### src/rtl/pll_lock_pkg.sv
package pll_lock_pkg;

  typedef enum logic [1:0] {
    PH_IDLE     = 2'd0,
    PH_WAIT_FB  = 2'd1,
    PH_WAIT_REF = 2'd2
  } phaseState_t;

  // strobes from the control to the datapath
  typedef struct packed {
    logic errStart;
    logic errStep;
    logic runInc;
    logic runClr;
  } ctlStrobes_t;

  // status back from the datapath
  typedef struct packed {
    logic errAtLimit;
    logic runFull;
  } dpStatus_t;

endpackage

### src/rtl/pll_lock_dp.sv
module pll_lock_dp
  import pll_lock_pkg::*;
#(
  parameter int CODE_W   = 3,
  parameter int WIN_STEP = 2,
  parameter int LOCK_RUN = 64
) (
  input  logic              clk,
  input  logic              rstN,
  input  logic [CODE_W-1:0] winCode,
  input  ctlStrobes_t       strb,
  output dpStatus_t         stat
);

  localparam int MAX_LIMIT = WIN_STEP * (2 ** CODE_W);
  localparam int ERR_W     = $clog2(MAX_LIMIT + 1);
  localparam int LIM_W     = ERR_W + 1;
  localparam int RUN_W     = $clog2(LOCK_RUN);

  logic [ERR_W-1:0] errCnt;
  logic [RUN_W-1:0] runCnt;
  logic [LIM_W-1:0] limit;

  // window limit in detector cycles
  always_comb begin
    limit = LIM_W'(WIN_STEP) * (LIM_W'(winCode) + LIM_W'(1));
  end

  always_ff @(posedge clk or negedge rstN) begin
    if (!rstN) begin
      errCnt <= '0;
    end else if (strb.errStart) begin
      errCnt <= ERR_W'(1);
    end else if (strb.errStep) begin
      errCnt <= errCnt + ERR_W'(1);
    end
  end

  always_ff @(posedge clk or negedge rstN) begin
    if (!rstN) begin
      runCnt <= '0;
    end else if (strb.runClr) begin
      runCnt <= '0;
    end else if (strb.runInc && !stat.runFull) begin
      runCnt <= runCnt + RUN_W'(1);
    end
  end

  always_comb begin
    stat.errAtLimit = ({1'b0, errCnt} >= limit);
    stat.runFull    = (runCnt == RUN_W'(LOCK_RUN - 1));
  end

  p_err_bounded_r3 : assert property (@(posedge clk) disable iff (!rstN)
    errCnt <= ERR_W'(MAX_LIMIT));

  p_run_clear_r5 : assert property (@(posedge clk) disable iff (!rstN)
    strb.runClr |=> (runCnt == '0));

endmodule

### src/rtl/pll_lock_ctrl.sv
module pll_lock_ctrl
  import pll_lock_pkg::*;
(
  input  logic        clk,
  input  logic        rstN,
  input  logic        refPulse,
  input  logic        fbPulse,
  input  logic        stickyClr,
  input  dpStatus_t   stat,
  output ctlStrobes_t strb,
  output logic        lockLive,
  output logic        lockSticky
);

  phaseState_t state, stateNxt;
  logic cmpValid, cmpPass;

  // edge pairing
  always_comb begin
    stateNxt      = state;
    strb.errStart = 1'b0;
    strb.errStep  = 1'b0;
    cmpValid      = 1'b0;
    cmpPass       = 1'b0;
    unique case (state)
      PH_IDLE: begin
        if (refPulse && fbPulse) begin
          cmpValid = 1'b1;
          cmpPass  = 1'b1;
        end else if (refPulse) begin
          strb.errStart = 1'b1;
          stateNxt      = PH_WAIT_FB;
        end else if (fbPulse) begin
          strb.errStart = 1'b1;
          stateNxt      = PH_WAIT_REF;
        end
      end
      PH_WAIT_FB: begin
        if (fbPulse) begin
          cmpValid = 1'b1;
          cmpPass  = 1'b1;
          if (refPulse) strb.errStart = 1'b1;
          else          stateNxt      = PH_IDLE;
        end else if (refPulse) begin
          cmpValid      = 1'b1;
          strb.errStart = 1'b1;
        end else if (stat.errAtLimit) begin
          cmpValid = 1'b1;
          stateNxt = PH_IDLE;
        end else begin
          strb.errStep = 1'b1;
        end
      end
      PH_WAIT_REF: begin
        if (refPulse) begin
          cmpValid = 1'b1;
          cmpPass  = 1'b1;
          if (fbPulse) strb.errStart = 1'b1;
          else         stateNxt      = PH_IDLE;
        end else if (fbPulse) begin
          cmpValid      = 1'b1;
          strb.errStart = 1'b1;
        end else if (stat.errAtLimit) begin
          cmpValid = 1'b1;
          stateNxt = PH_IDLE;
        end else begin
          strb.errStep = 1'b1;
        end
      end
      default: stateNxt = PH_IDLE;
    endcase
    strb.runInc = cmpValid && cmpPass;
    strb.runClr = cmpValid && !cmpPass;
  end

  always_ff @(posedge clk or negedge rstN) begin
    if (!rstN) state <= PH_IDLE;
    else       state <= stateNxt;
  end

  // lock and sticky tracking
  always_ff @(posedge clk or negedge rstN) begin
    if (!rstN) begin
      lockLive   <= 1'b0;
      lockSticky <= 1'b0;
    end else begin
      if (strb.runClr) begin
        lockLive <= 1'b0;
      end else if (strb.runInc && stat.runFull) begin
        lockLive <= 1'b1;
      end
      if (strb.runClr && lockLive) begin
        lockSticky <= 1'b1;
      end else if (stickyClr) begin
        lockSticky <= 1'b0;
      end
    end
  end

  p_strobe_excl_r2 : assert property (@(posedge clk) disable iff (!rstN)
    $onehot0({strb.errStart, strb.errStep}));

  p_lock_after_run_r4 : assert property (@(posedge clk) disable iff (!rstN)
    $rose(lockLive) |-> $past(stat.runFull));

  p_sticky_on_fall_r6 : assert property (@(posedge clk) disable iff (!rstN)
    $fell(lockLive) |-> lockSticky);

  p_sticky_set_cause_r6 : assert property (@(posedge clk) disable iff (!rstN)
    $rose(lockSticky) |-> $fell(lockLive));

  p_sticky_clear_cause_r7 : assert property (@(posedge clk) disable iff (!rstN)
    $fell(lockSticky) |-> $past(stickyClr));

endmodule

### src/rtl/pll_lock_detect.sv
module pll_lock_detect
  import pll_lock_pkg::*;
#(
  parameter int CODE_W   = 3,
  parameter int WIN_STEP = 2,
  parameter int LOCK_RUN = 64
) (
  input  logic              clk,
  input  logic              rstN,
  input  logic              refPulse,
  input  logic              fbPulse,
  input  logic [CODE_W-1:0] winCode,
  input  logic              stickyClr,
  input  logic              pinSel,
  output logic              lockLive,
  output logic              lockSticky,
  output logic              lockPin
);

  ctlStrobes_t strb;
  dpStatus_t   stat;

  pll_lock_ctrl u_ctrl (
    .clk        (clk),
    .rstN       (rstN),
    .refPulse   (refPulse),
    .fbPulse    (fbPulse),
    .stickyClr  (stickyClr),
    .stat       (stat),
    .strb       (strb),
    .lockLive   (lockLive),
    .lockSticky (lockSticky)
  );

  pll_lock_dp #(
    .CODE_W   (CODE_W),
    .WIN_STEP (WIN_STEP),
    .LOCK_RUN (LOCK_RUN)
  ) u_dp (
    .clk     (clk),
    .rstN    (rstN),
    .winCode (winCode),
    .strb    (strb),
    .stat    (stat)
  );

  assign lockPin = pinSel ? lockSticky : lockLive;

  p_pin_route_r9 : assert property (@(posedge clk) disable iff (!rstN)
    lockPin == (pinSel ? lockSticky : lockLive));

endmodule

### config.mk
export PLATFORM = sky130hd
export DESIGN_NAME = pll_lock_detect
export DESIGN_NICKNAME = d
export VERILOG_FILES = /design/src/rtl/pll_lock_pkg.sv /design/src/rtl/pll_lock_dp.sv /design/src/rtl/pll_lock_ctrl.sv /design/src/rtl/pll_lock_detect.sv
export SDC_FILE = /design/constraint.sdc
export NUM_CORES = 1
export LEC_CHECK = 0
export CORE_MARGIN = 3
export CORE_UTILIZATION = 43
export DETAILED_ROUTE_END_ITERATION = 10
export PLACE_DENSITY = 0.6
export SLEW_MARGIN = 40
export SYNTH_ARGS = -nofsm -noshare
export SYNTH_HDL_FRONTEND = slang
export SYNTH_SLANG_ARGS = --single-unit
### constraint.sdc
create_clock -name clk -period 2 [get_ports clk]
set_input_delay 0.4 -clock clk [delete_from_list [all_inputs] [get_ports clk]]
set_output_delay 0.4 -clock clk [all_outputs]
set_load 0.03 [all_outputs]
==> results of run 1 <==
[worst max-delay path by stage]
stage	startpoint	to	slack (ps)	depth (start not counted)
floorplan	winCode[0]	u_dp.runCnt[4]	0.7	9
global placement	winCode[0]	u_ctrl.lockSticky	-550	9
detailed placement	winCode[0]	u_ctrl.lockSticky	-620	9
CTS	winCode[2]	u_ctrl.lockSticky	0.9	8
global route	pinSel	lockPin	30	3
finish	pinSel	lockPin	50	3
[through the flow]
| step | setup WS, ps | hold slack [ps] | instances |
|---|---|---|---|
| finish | 52.4 | 409 | 167 |
| global route | 34.1 | 401 | 167 |
| CTS | 0.950 | 407 | 167 |
| detailed placement | -616 | 535 | 161 |
| global placement | -554 | 517 | 161 |
| floorplan | 0.698 | 104 | 112 |
[flip-flops by register name (all words and copies together), names as in the netlist]
name	flops
u_dp.runCnt	6
u_dp.errCnt	5
u_ctrl.state	2
u_ctrl.lockLive	1
u_ctrl.lockSticky	1
[area by class of cell]
cell class,count,area [um^2]
fill,204,891
multi-input combinational,88,701
sequential,15,375
timing repair buffer,23,191
tap,28,35.0
inverter,9,33.8
clock buffer,3,22.5
clock inverter,1,5.00
[power groups by stage]
stage                     registers [mW]  clock network, mW  logic [mW]
final                              0.454              0.174       0.694
after global routing               0.465              0.198       0.773
after CTS                          0.446              0.185       0.682
after detailed placement           0.452                  0       0.614
after global placement             0.449                  0       0.595
after floorplan                    0.435                  0       0.450
[worst max-delay path: stages]
cell and delay (ps):
clkdlybuf4s50_1 470, mux2_2 330, dlygate4sd2_1 350
[cells in the final DEF (no fill, tap or decap), types with 2 or more instances in the layout]
cell / netlist / routed
clkdlybuf4s50_1: 0 / 7
xnor2_1: 5 / 5
ha_1: 13 / 11
inv_1: 9 / 9
nand3_2: 0 / 3
buf_4: 0 / 12
o31ai_1: 3 / 3
a22oi_1: 3 / 3
dfrtp_1: 15 / 15
nand2_1: 10 / 9
clkbuf_4: 0 / 3
nor2_1: 12 / 12
nand3_1: 7 / 4
clkbuf_2: 0 / 2
a21oi_1: 9 / 9
o21ai_0: 2 / 2
nor4_2: 0 / 2
o31a_1: 1 / 2
a22o_1: 4 / 4
[kinds of logic after synthesis]
kind of cell             Yosys count  synth area share (%)
AND/OR/NAND/NOR                   38                  17.8
AO/OA/AOI/OAI                     29                  20.0
flip-flops                        15                  36.1
adder cells (fa/ha/maj)           13                  15.6
buffers and inverters             10                  4.33
XOR/XNOR                           5                  4.21
multiplexers                       2                  2.04
[repair_timing]
item | CTS | global route
buffers inserted | 1 | 0
pin swaps | 4 | 4
setup endpoints to repair | 16 | 15
hold buffers | 0 | 0
gates resized for setup | 15 | 6
endpoints found under the hold margin | 0 | 0
gates cloned | 1 | 0
[layer usage]
| metal | up-vias | share of wire [%] | global-route usage (%) |
|---|---|---|---|
| met5 | - | 0 | 0 |
| met4 | 0 | 0.68 | 4.86 |
| met3 | 2 | 3.2 | 5.14 |
| met2 | 13 | 52 | 27.7 |
| met1 | 430 | 44 | 20.3 |
| li1 | 458 | - | - |
==> flow_metrics.tcl, run 1 <==
set metrics [dict create \
    status "finished, final reports clean" \
    synth_top_area_share_pct 36.1 \
    period_share_pct 97.4 \
    grt_max_degree 16 \
    synthFlopType "dfrtp_1" \
    dp_hpwl_um 1600 \
    drt-pass1-iter-count 4 \
    cts_root_buf "clkbuf_4" \
    async_reset_ff_share_pct 100 \
    crit_path_end_kind "output port" \
    yosysWarnings 0 \
    worstPathMaxFanout 1 \
    yosysUniqueCellTypes 30 \
    switching_power_uw 541 \
    htree_levels 1 \
    synth_common_cells "dfrtp_1 (15), ha_1 (13), nor2_1 (12)" \
    coreArea_mm2 0.00225 \
    vias_per_cell 5.41 \
    p_comb_share_pct 52.5 \
    rsz0062_at_grt "false" \
    die_h_um 55.2 \
    swShare_pct 40.9 \
    wl_um 2360 \
    ys_ff_latch 15 \
    diodes 0 \
    pwr-share-seq_pct 34.3 \
    clkSlewWorstSetupHoldPaths_ps 100 \
    worstPathRequired_ps 1600 \
    clock-sinks 15 \
    p_leak_nw 0.620 \
    min_period_ps 1950 \
    grt_pass1_vias 940 \
    grt_pass1_wl_um 4100 \
    power.share.clock_pct 13.2 \
    netlist_instances 112 \
    clk_path_buf_depth 2 \
    fmax_mhz 513 \
    synth_seq_area_share_pct 36.1 \
    p_int_uw 781 \
    finalPower_mw 1.32 \
    synthesis.area_mm2 0.00104 \
    num_rows 17 \
    worstHoldPathType "input pin to asynchronous set/reset pin" \
    cap_violations 0 \
    grt_overflow 0 \
    fin_area_mm2 0.00136 \
    reg2reg_slack_ps 160 \
    worstRegToRegCells 7 \
    io-pin-count 12 \
    synth-edff-count 0 \
    post-route-drc-count 0 \
    syn_avg_cell_area_um2 9.29 \
    layout-drive-gt1-share_pct 24.5 \
    synthTopCellsByArea "dfrtp_1 (36%), ha_1 (16%), a21oi_1 (4.3%)" \
    maxSlewViolCount 0 \
    yosysMostFrequentCell "dfrtp_1" \
    syn2layout_area_growth_pct 31.0 \
    portBuffers 11 \
    worst_slew_pin_slew_ps 360 \
    ant_nets 0 \
    antenna_found_initial 0 \
    gr-usage-all-layers_pct 16.6 \
    wl_per_cell_um 14.2 \
    powerDensity_mw_per_mm2 970 \
    reg2reg_from "u_ctrl.state[0]" \
    start_util_pct 46.2 \
    place_area_mm2 0.00126 \
    relSlewSlack_pct 75.9 \
    cp.arrival_ps 1550 \
    peakVddDrop_mv 0.613 \
    globalplace.congestion 0.782 \
    fin_util_pct 60.5 \
    r2r_end "u_dp.runCnt[1]" \
    hold_viol 0 \
    tritoncts "built" \
    finalSetupViolCount 0 \
    netlist.top_cell.by_area "dfrtp_1" \
    dieArea_mm2 0.00305 \
    vias 903 \
    worstSkewPairLatency_ps 290 \
    nets 162 \
    finClkSkew_ps 17.5 \
    tns_ps 0 \
    die_w_um 55.2 \
    worstSetupStartpointType "input pin" \
    worstSetupPathType "input pin to output port" \
    synth_nets 134 \
    detailedRoute.firstIterationViolations 18 \
    cts_buffers 3 \
]
Note: power is estimated with default switching activity, not from simulation.
==> inputs of run 2 (changes only) <==
--- a/config.mk
+++ b/config.mk
@@ -8,8 +8,8 @@
 export CORE_MARGIN = 3
 export CORE_UTILIZATION = 43
 export DETAILED_ROUTE_END_ITERATION = 10
+export GPL_TIMING_DRIVEN = 0
 export PLACE_DENSITY = 0.6
-export SLEW_MARGIN = 40
 export SYNTH_ARGS = -nofsm -noshare
 export SYNTH_HDL_FRONTEND = slang
 export SYNTH_SLANG_ARGS = --single-unit
==> run 2 against run 1 <==
Against the previous run:
- via count did not move
- non-clock buffer count decreased by 5
- global-route usage decreased by 1.1 points
- cell count decreased by 3.6%
- utilization shrank 1.4 points
- clock skew is 4.2 ps lower
- sequential share of layout area grew 0.65 points
- register-to-register slack better by 30 ps
- die area unchanged
- sequential power increased by 2%
- clock power increased by 2%
==> flow_metrics.tcl, run 2 (same netlist as run 1, synthesis figures left out) <==
set metrics [dict create \
    grt_overflow 0 \
    rsz0062_at_grt "false" \
    clk_path_buf_depth 2 \
    worstSetupPathType "input pin to output port" \
    globalplace.congestion 0.761 \
    cts_buffers 3 \
    largest_reg_flops 6 \
    drt-pass1-iter-count 4 \
    gr-usage-all-layers_pct 15.4 \
    period_share_pct 97.3 \
    crit_path_end_kind "output port" \
    status "finished, final reports clean" \
    vias 903 \
    relSlewSlack_pct 54.1 \
    grt_max_degree 16 \
    finClkSkew_ps 13.3 \
    finalSetupViolCount 0 \
    p_comb_share_pct 49.6 \
    fin_ws_ps 53.6 \
    die_w_um 55.2 \
    wl_per_cell_um 14.3 \
    top_layer "met4" \
    tritoncts "built" \
    dp.cells 151 \
    power.share.clock_pct 14.0 \
    antenna_found_initial 0 \
    layout-drive-gt1-share_pct 22.6 \
    hold_viol 0 \
    io-pin-count 12 \
    swShare_pct 41.9 \
    worst_slew_pin_slew_ps 686 \
    maxSlewViolCount 0 \
    post-route-drc-count 0 \
    final_cell_mix "dfrtp_1 (15), nor2_1 (12), ha_1 (11)" \
    instances_no_fill 161 \
    wl_um 2300 \
    cp.arrival_ps 1550 \
    cap_violations 0 \
    wl_met2_um 1190 \
    start_util_pct 46.2 \
    worstPathRequired_ps 1600 \
    coreArea_mm2 0.00225 \
    hold_slack_ps 512 \
    fmax_mhz 514 \
    worstHoldPathType "input pin to asynchronous set/reset pin" \
    clkSlewWorstSetupHoldPaths_ps 100 \
    powerDensity_mw_per_mm2 952 \
    num_rows 17 \
    dieArea_mm2 0.00305 \
    vias_per_cell 5.61 \
    layout_commonest_cell "dfrtp_1" \
    min_period_ps 1950 \
    grt_pass1_vias 870 \
    nets 156 \
    fillers 212 \
    syn2layout_area_growth_pct 28.0 \
    switching_power_uw 531 \
    largestRegisters "u_dp.runCnt x6, u_dp.errCnt x5, u_ctrl.state x2" \
    detailedRoute.firstIterationViolations 17 \
    ff_latch_area_um2 375 \
    worstSetupStartpointType "input pin" \
    htree_levels 1 \
    p_int_uw 738 \
    worstPathMaxFanout 1 \
    met3_length_um 111 \
    p_leak_nw 0.601 \
    ctsHoldBuffers 0 \
    peakVddDrop_mv 0.687 \
    pwr-share-seq_pct 36.4 \
    worstSkewPairLatency_ps 290 \
    wl_met1_um 972 \
    dp_hpwl_um 1570 \
    portBuffers 11 \
    pre_cts_slack_ps -651 \
    multi_input_area_um2 703 \
    die_h_um 55.2 \
    grt_pass1_wl_um 3820 \
    diodes 0 \
    clock-sinks 15 \
    finalPower_mw 1.27 \
    cts_root_buf "clkbuf_4" \
    ant_nets 0 \
    largest-register "u_dp.runCnt" \
]
run 2: layout make-up:
type                       count  area share, %
multi-input combinational     87           52.8
tap                           28           2.63
buffer                         1          0.845
sequential                    15           28.2
clock buffer                   3           1.69
clock inverter                 1          0.376
inverter                       9           2.54
timing repair buffer          17           11.0
run 2: layer usage:
metal | vias up | track usage, %
li1 | 446 | -
met1 | 427 | 18.9
met2 | 25 | 26.0
met3 | 5 | 4.67
met4 | 0 | 4.17
met5 | - | 0
run 2: timing repair:
action	in CTS	in global routing
buffers inserted	2	3
pin swaps	5	7
endpoints found under the hold margin	0	0
endpoints found under the setup margin	16	16
resized for setup	13	12
cloned	1	0
run 2: worst paths after layout:
path / start / to / slack [ps] / depth (start not counted)
max: pinSel / lockPin / 50 / 3
max reg2reg: u_dp.errCnt[4] / u_dp.runCnt[4] / 190 / 7
min in group clk: refPulse / u_ctrl.state[0] / 540 / 2
min: rstN / u_dp.runCnt[3] / 510 / 1
min reg2reg: u_ctrl.state[1] / u_ctrl.state[1] / 560 / 1
max in group asynchronous: rstN / u_dp.runCnt[1] / 1040 / 1
run 2: power by group through the flow:
stage	clock network (mW)	logic [mW]	registers, mW
after floorplan	0	0.450	0.435
after global routing	0.197	0.710	0.475
final	0.178	0.629	0.463
after CTS	0.183	0.620	0.459
after global placement	0	0.556	0.450
after detailed placement	0	0.568	0.455
run 2: worst max-delay path, stage by stage:
cell	delay (ps)
clkdlybuf4s50_1	470
mux2_2	330
clkdlybuf4s15_1	340
run 2: through the flow:
| step | instance area [um^2] | util (%) | setup TNS, ps |
|---|---|---|---|
| after CTS | 1280 | 57.0 | -9.63 |
| final | 1330 | 59.1 | 0 |
| after global placement | 1190 | 52.6 | -7360 |
| after floorplan | 1040 | - | 0 |
| after global routing | 1330 | 59.1 | 0 |
| after detailed placement | 1190 | 52.6 | -7930 |
